File: config.mk
export PLATFORM = sky130hd
export DESIGN_NAME = sd_cmd_engine
export DESIGN_NICKNAME = d
export VERILOG_FILES = /design/src/rtl/sd_cmd_pkg.sv /design/src/rtl/sd_cmd_frame.sv /design/src/rtl/sd_cmd_retry.sv /design/src/rtl/sd_cmd_trail.sv /design/src/rtl/sd_cmd_engine.sv
export SDC_FILE = /design/constraint.sdc
export NUM_CORES = 1
export LEC_CHECK = 0
export BUFFER_PORTS_ARGS = -buffer_cell sky130_fd_sc_hd__buf_2
export CAP_MARGIN = 20
export CELL_PAD_IN_SITES_DETAIL_PLACEMENT = 1
export CELL_PAD_IN_SITES_GLOBAL_PLACEMENT = 2
export CORE_ASPECT_RATIO = 1.4
export CORE_MARGIN = 8
export CORE_UTILIZATION = 35
export CTS_BUF_LIST = sky130_fd_sc_hd__clkbuf_16
export CTS_CLUSTER_SIZE = 40
export DETAILED_ROUTE_END_ITERATION = 8
export PLACE_DENSITY_LB_ADDON = 0.1
export SYNTH_ARGS = -nofsm -noshare
export SYNTH_HDL_FRONTEND = slang
export SYNTH_SLANG_ARGS = --single-unit
File: constraint.sdc
create_clock -name clk -period 2.6 [get_ports clk]
set_input_delay 0.26 -clock clk [delete_from_list [all_inputs] [get_ports clk]]
set_output_delay 0.26 -clock clk [all_outputs]
set_load 0.05 [all_outputs]
File: src/rtl/sd_cmd_pkg.sv
package sd_cmd_pkg;

   typedef enum logic [2:0] {
      ST_IDLE,
      ST_SEND,
      ST_POLL,
      ST_TRAIL,
      ST_DUMMY,
      ST_DONE
   } sd_cmd_state_e;

   localparam int unsigned FRAME_BYTES = 6;
   localparam logic [7:0]  FILL_BYTE   = 8'hFF;
   localparam logic [1:0]  START_BITS  = 2'b01;

endpackage

File: src/rtl/sd_cmd_frame.sv
module sd_cmd_frame #(
   parameter logic [7:0] CRC_DEFAULT = 8'h95,
   parameter logic [7:0] CRC_ALT     = 8'h87,
   parameter int unsigned ALT_INDEX  = 8,
   parameter int unsigned SEL_W      = 3
) (
   input  logic [5:0]       index,
   input  logic [31:0]      arg,
   input  logic [SEL_W-1:0] sel,
   output logic [7:0]       frame_byte
);
   import sd_cmd_pkg::*;

   logic [7:0] crc_byte;

   generate
      if (CRC_ALT == CRC_DEFAULT) begin : g_crc_const
         assign crc_byte = CRC_DEFAULT;
      end else begin : g_crc_sel
         assign crc_byte = (index == 6'(ALT_INDEX)) ? CRC_ALT : CRC_DEFAULT;
      end
   endgenerate

   always_comb begin
      case (sel)
         SEL_W'(0): frame_byte = {START_BITS, index};
         SEL_W'(1): frame_byte = arg[31:24];
         SEL_W'(2): frame_byte = arg[23:16];
         SEL_W'(3): frame_byte = arg[15:8];
         SEL_W'(4): frame_byte = arg[7:0];
         SEL_W'(5): frame_byte = crc_byte;
         default:   frame_byte = FILL_BYTE;
      endcase
   end
endmodule

File: src/rtl/sd_cmd_retry.sv
module sd_cmd_retry #(
   parameter int unsigned LIMIT = 5000,
   localparam int unsigned CW   = $clog2(LIMIT + 1)
) (
   input  logic clk,
   input  logic rst_n,
   input  logic clear,
   input  logic step,
   output logic last
);
   logic [CW-1:0] count_q;

   always_ff @(posedge clk or negedge rst_n) begin
      if (!rst_n) begin
         count_q <= '0;
      end else if (clear) begin
         count_q <= '0;
      end else if (step) begin
         count_q <= count_q + CW'(1);
      end
   end

   assign last = (count_q == CW'(LIMIT - 1));
endmodule

File: src/rtl/sd_cmd_trail.sv
module sd_cmd_trail #(
   parameter int unsigned NBYTES = 4,
   localparam int unsigned W     = NBYTES * 8
) (
   input  logic         clk,
   input  logic         rst_n,
   input  logic         clear,
   input  logic         shift,
   input  logic [7:0]   din,
   output logic [W-1:0] data
);
   logic [W-1:0] data_q;

   generate
      if (NBYTES == 1) begin : g_single
         always_ff @(posedge clk or negedge rst_n) begin
            if (!rst_n)      data_q <= '0;
            else if (clear)  data_q <= '0;
            else if (shift)  data_q <= din;
         end
      end else begin : g_multi
         always_ff @(posedge clk or negedge rst_n) begin
            if (!rst_n)      data_q <= '0;
            else if (clear)  data_q <= '0;
            else if (shift)  data_q <= {data_q[W-9:0], din};
         end
      end
   endgenerate

   assign data = data_q;
endmodule

File: src/rtl/sd_cmd_engine.sv
module sd_cmd_engine #(
   parameter int unsigned RETRY_LIMIT = 5000,
   parameter int unsigned TRAIL_BYTES = 4,
   parameter logic [7:0]  CRC_DEFAULT = 8'h95,
   parameter logic [7:0]  CRC_ALT     = 8'h87,
   parameter int unsigned ALT_INDEX   = 8,
   localparam int unsigned TRAIL_W    = TRAIL_BYTES * 8,
   localparam int unsigned CNT_MAX    = (TRAIL_BYTES > 6) ? TRAIL_BYTES : 6,
   localparam int unsigned CNT_W      = $clog2(CNT_MAX + 1)
) (
   input  logic               clk,
   input  logic               rst_n,
   input  logic               req_valid,
   input  logic [5:0]         req_index,
   input  logic [31:0]        req_arg,
   input  logic               req_trail,
   input  logic               req_keep,
   output logic               busy,
   output logic               cs_n,
   output logic [7:0]         xfer_tx,
   output logic               xfer_start,
   input  logic [7:0]         xfer_rx,
   input  logic               xfer_done,
   output logic               res_valid,
   output logic [7:0]         res_r1,
   output logic [TRAIL_W-1:0] res_trail,
   output logic               res_timeout
);
   import sd_cmd_pkg::*;

   generate
      if (RETRY_LIMIT < 2) begin : g_bad_limit
         $error("RETRY_LIMIT must be at least 2");
      end
      if (TRAIL_BYTES < 1) begin : g_bad_trail
         $error("TRAIL_BYTES must be at least 1");
      end
      if (ALT_INDEX > 63) begin : g_bad_index
         $error("ALT_INDEX must fit in six bits");
      end
   endgenerate

   sd_cmd_state_e st_q;
   logic [5:0]    index_q;
   logic [31:0]   arg_q;
   logic          trail_q;
   logic          keep_q;
   logic          wait_q;
   logic [CNT_W-1:0] cnt_q;
   logic          cs_n_q;
   logic          start_q;
   logic [7:0]    tx_q;
   logic          valid_q;
   logic [7:0]    r1_q;
   logic          tout_q;

   logic [7:0]    frame_byte;
   logic          retry_last;
   logic          byte_back;
   logic          resp_found;

   assign byte_back  = wait_q && xfer_done;
   assign resp_found = !xfer_rx[7];

   sd_cmd_frame #(
      .CRC_DEFAULT (CRC_DEFAULT),
      .CRC_ALT     (CRC_ALT),
      .ALT_INDEX   (ALT_INDEX),
      .SEL_W       (CNT_W)
   ) frame_i (
      .index      (index_q),
      .arg        (arg_q),
      .sel        (cnt_q),
      .frame_byte (frame_byte)
   );

   sd_cmd_retry #(
      .LIMIT (RETRY_LIMIT)
   ) retry_i (
      .clk   (clk),
      .rst_n (rst_n),
      .clear (st_q == ST_SEND),
      .step  ((st_q == ST_POLL) && byte_back && !resp_found),
      .last  (retry_last)
   );

   sd_cmd_trail #(
      .NBYTES (TRAIL_BYTES)
   ) trail_i (
      .clk   (clk),
      .rst_n (rst_n),
      .clear (st_q == ST_SEND),
      .shift ((st_q == ST_TRAIL) && byte_back),
      .din   (xfer_rx),
      .data  (res_trail)
   );

   always_ff @(posedge clk or negedge rst_n) begin
      if (!rst_n) begin
         st_q    <= ST_IDLE;
         index_q <= '0;
         arg_q   <= '0;
         trail_q <= 1'b0;
         keep_q  <= 1'b0;
         wait_q  <= 1'b0;
         cnt_q   <= '0;
         cs_n_q  <= 1'b1;
         start_q <= 1'b0;
         tx_q    <= FILL_BYTE;
         valid_q <= 1'b0;
         r1_q    <= '0;
         tout_q  <= 1'b0;
      end else begin
         start_q <= 1'b0;
         valid_q <= 1'b0;
         case (st_q)
            ST_IDLE: begin
               if (req_valid) begin
                  index_q <= req_index;
                  arg_q   <= req_arg;
                  trail_q <= req_trail;
                  keep_q  <= req_keep;
                  cs_n_q  <= 1'b0;
                  cnt_q   <= '0;
                  wait_q  <= 1'b0;
                  tout_q  <= 1'b0;
                  r1_q    <= '0;
                  st_q    <= ST_SEND;
               end
            end
            ST_SEND, ST_POLL, ST_TRAIL, ST_DUMMY: begin
               if (!wait_q) begin
                  start_q <= 1'b1;
                  tx_q    <= (st_q == ST_SEND) ? frame_byte : FILL_BYTE;
                  wait_q  <= 1'b1;
               end else if (xfer_done) begin
                  wait_q <= 1'b0;
                  case (st_q)
                     ST_SEND: begin
                        if (cnt_q == CNT_W'(FRAME_BYTES - 1)) begin
                           cnt_q <= '0;
                           st_q  <= ST_POLL;
                        end else begin
                           cnt_q <= cnt_q + CNT_W'(1);
                        end
                     end
                     ST_POLL: begin
                        if (resp_found) begin
                           r1_q <= xfer_rx;
                           if (trail_q) begin
                              cnt_q <= '0;
                              st_q  <= ST_TRAIL;
                           end else if (keep_q) begin
                              valid_q <= 1'b1;
                              st_q    <= ST_DONE;
                           end else begin
                              cs_n_q <= 1'b1;
                              st_q   <= ST_DUMMY;
                           end
                        end else if (retry_last) begin
                           r1_q   <= FILL_BYTE;
                           tout_q <= 1'b1;
                           cs_n_q <= 1'b1;
                           st_q   <= ST_DUMMY;
                        end
                     end
                     ST_TRAIL: begin
                        if (cnt_q == CNT_W'(TRAIL_BYTES - 1)) begin
                           if (keep_q) begin
                              valid_q <= 1'b1;
                              st_q    <= ST_DONE;
                           end else begin
                              cs_n_q <= 1'b1;
                              st_q   <= ST_DUMMY;
                           end
                        end else begin
                           cnt_q <= cnt_q + CNT_W'(1);
                        end
                     end
                     default: begin
                        valid_q <= 1'b1;
                        st_q    <= ST_DONE;
                     end
                  endcase
               end
            end
            ST_DONE: begin
               st_q <= ST_IDLE;
            end
            default: begin
               st_q <= ST_IDLE;
            end
         endcase
      end
   end

   assign busy        = (st_q != ST_IDLE);
   assign cs_n        = cs_n_q;
   assign xfer_tx     = tx_q;
   assign xfer_start  = start_q;
   assign res_valid   = valid_q;
   assign res_r1      = r1_q;
   assign res_timeout = tout_q;
endmodule

==> qor.tcl <==
set qor(num_rows) 53
set qor(crit_path_start_kind) {flip-flop}
set qor(total_wire_length_um) 14760
set qor(kind_of_path_behind_the_tightest_hold_check) {in2reg}
set qor(ctsRootBufferMaster) {clkbuf_16}
set qor(hold_violations) 0
set qor(timing.fmax_mhz) 441.4
set qor(h-tree-depth) 3
set qor(cp.required_ns) 2.87
set qor(dr.pass1.iters) 5
set qor(finish.net_count) 644
set qor(drtAntennaViolNets) 0
set qor(cts_tree) {yes}
set qor(max_slew_margin_vs_limit_pct) 57.32
set qor(clkSinkCount) 112
set qor(worst_pin_slew_ns) 0.6379
set qor(power-per-cell-area_nw_per_um2) 1143
set qor(post_route_cells_drive_above_1_share_pct) 33.50
set qor(layout.filler_cells) 1689
set qor(post_cts.resized_instances) 0
set qor(grt_pass1_vias) 4481
set qor(netlist-cell-type-count) 58
set qor(yosysWarningCount) 0
set qor(routed_wire_length_per_instance_um) 18.86
set qor(num_antenna_cells) 0
set qor(die_w_um) 119.4
set qor(maxSlewViolCount) 0
set qor(cts_buffers) 9
set qor(numPortBuffers) 104
set qor(detail_route.vias_per_cell) 5.236
set qor(vias) 4100
set qor(maximum_number_of_pins_on_one_net_before_global_route_repair) 50
set qor(route.detailed.drc) 0
set qor(seqPwrFrac_pct) 38.0
set qor(power.share.clock_pct) 19.4
set qor(number_of_synthesized_register_bits) 112
set qor(internal_power_uw) 4225
set qor(routing_usage_on_met3_pct) 3.442
set qor(grtUsageMet2_pct) 28.36
set qor(core_footprint_um2) 14850
set qor(grt_util_met1_pct) 17.48
set qor(rsz0062_at_grt) {no}
set qor(critPathKind) {reg2reg}
set qor(peakVddDrop_mv) 0.4912
set qor(totalNegativeSetupSlack_ns) 0
set qor(area_of_the_mapped_netlist_um2) 5241
set qor(p_sw_uw) 2992
set qor(power_switching_share_pct) 41.46
set qor(postCtsHoldBufs) 1
set qor(asyncSetResetFlopFracSynth_pct) 100.0
set qor(initial_antenna_violation_count) 0
set qor(timing.final.crit_period_ns) 2.265
set qor(critical_path_arrival_ns) 2.54
set qor(power_leakage_uw) 0.002840
set qor(fin_hold_ws_ns) 0.1322
set qor(clk_pin_slew_ns) 0.08
set qor(comb_power_share_pct) 42.6
set qor(top_usage_layer) {met2}
set qor(status) {finished clean}
set qor(crit_path_end_kind) {flip-flop}
set qor(synthToLayoutAreaGrowth_pct) 20.51
set qor(finClkSkew_ns) 0.007647
set qor(synth_flop_cell) {dfrtp_1}
set qor(synth-edff-count) 0
set qor(finalCritPeriodShare_pct) 87.13
set qor(syn_nets) 543
set qor(die_h_um) 160.8
set qor(clock_tree.buffer_depth) 2
set qor(fp.dieArea_um2) 19200
set qor(post-cts-setup-buffer-count) 0
set qor(grtUsageTotal_pct) 15.76
set qor(routabilityCongestion) 0.7903
set qor(max_cap_viol_count) 0
set qor(initial_core_utilization_pct) 35.28
set qor(totalPowerFinal_uw) 7216
set qor(setup_viol_count_final) 0
set qor(netlist_instances) 485
set qor(average_cell_area_after_synthesis_um2) 10.81
set qor(post_detail_place_hpwl_um) 11090
set qor(drt_iter0_markers) 169
set qor(gr-total-overflow) 0
set qor(crit_fanout) 21
set qor(ios) 105
set qor(grt_first_pass_wirelength_um) 24090
set qor(clock_latency_reported_for_the_late_side_of_the_worst_skew_pair_ns) 0.35
set qor(seq_area_frac_synth_pct) 53.69
## critical path: stages (launching register included)
cell      delay, ns
dfrtp_1        0.74
or3b_2         0.57
a21oi_1        0.30
nand2b_1       0.20
o32a_1         0.38
## registers in the layout, indices dropped and copies added, names as in the netlist
| signal | cells |
|---|---|
| arg_q | 32 |
| cnt_q | 3 |
| cs_n | 1 |
| index_q | 6 |
| keep_q | 1 |
| res_r1 | 8 |
| res_timeout | 1 |
| res_valid | 1 |
| retry_i.count_q | 13 |
| st_q | 3 |
| trail_i.data | 32 |
| trail_q | 1 |
| wait_q | 1 |
| xfer_start | 1 |
| xfer_tx | 8 |
## synth_stat cells (all sizes together), types with 6 or more instances
cell type / number / area (µm²)
buf: 14 / 72.57
mux2: 46 / 518.0
o21ai: 21 / 105.1
dfstp: 9 / 236.5
ha: 6 / 75.07
a22oi: 6 / 45.04
nor2: 22 / 82.58
nand2b: 6 / 37.54
nand2: 67 / 251.5
a31oi: 8 / 65.06
inv: 18 / 67.56
nand3: 7 / 35.03
a21oi: 41 / 205.2
mux2i: 10 / 100.1
a22o: 8 / 70.07
clkbuf: 15 / 57.55
nor3: 6 / 30.03
dfrtp: 103 / 2577
## per-stage QoR
step | cell area (µm²) | std cells | utilization (%) | setup WS, ns
4_1_cts | 6316 | 783 | 42.52 | 0.3056
5_1_grt | 6316 | 783 | 42.52 | 0.2336
3_5_place_dp | 6011 | 766 | 40.47 | 0.3281
2_1_floorplan | 5241 | 485 | - | 0.3857
3_3_place_gp | 6011 | 766 | 40.47 | 0.3515
6_report | 6316 | 783 | 42.52 | 0.3345
## cells in the final DEF (no fill, tap or decap), drive strengths merged, types with 4 or more instances in the layout
cell type,instances
nand3,7
o21ai,21
a22oi,6
ha,6
nand4,4
mux2,46
inv,20
nor2,22
nor3,6
a31oi,8
dfrtp,103
mux2i,10
buf,118
dfstp,9
a22o,8
nor2b,5
nand2,67
a21oi,41
clkbuf,9
nand2b,6
nor4,4
## power groups by stage
stage                     Sequential [µW]  Clock, µW  Combinational [µW]
after floorplan                      3140          0                1830
after global placement               2780          0                3080
after detailed placement             2790          0                3130
after CTS                            2760       1450                3140
after global routing                 2820       1510                3350
final                                2740       1400                3080
## cell families after synthesis
| logic type | after synthesis | share of synthesized area [%] |
|---|---|---|
| flip-flops | 112 | 53.69 |
| AND/OR/NAND/NOR | 143 | 13.68 |
| adder cells (fa/ha/maj) | 6 | 1.432 |
| AO/OA/AOI/OAI | 115 | 14.63 |
| XOR/XNOR | 6 | 1.003 |
| multiplexers | 56 | 11.79 |
| buffers and inverters | 47 | 3.772 |
## layer usage
metal | share of wire [%] | routed length [µm]
met2 | 53 | 7788
met3 | 4.6 | 677
met1 | 40 | 5939
met4 | 2.4 | 359
met5 | 0 | 0
## worst paths after layout
check | start | endpoint | slack, ns | depth (start not counted)
max in group asynchronous | rst_n | xfer_tx[1] | 1.34 | 3
hold / removal | req_index[4] | index_q[4] | 0.13 | 3
hold reg to reg | cs_n | cs_n | 0.50 | 1
setup / recovery | st_q[0] | xfer_tx[4] | 0.33 | 4
min in group asynchronous | rst_n | res_r1[4] | 0.48 | 2
setup reg to reg | st_q[0] | xfer_tx[4] | 0.33 | 4
## layout make-up
type / count / area [µm²] / area share (%)
tap: 192 / 240.2 / 3.803
inverter: 18 / 67.56 / 1.070
sequential: 112 / 2814 / 44.55
multi-input combinational: 326 / 2236 / 35.40
timing repair buffer: 119 / 663.1 / 10.50
clock inverter: 7 / 70.07 / 1.109
clock buffer: 9 / 225.2 / 3.566
Note: power is estimated with default switching activity, not from simulation.
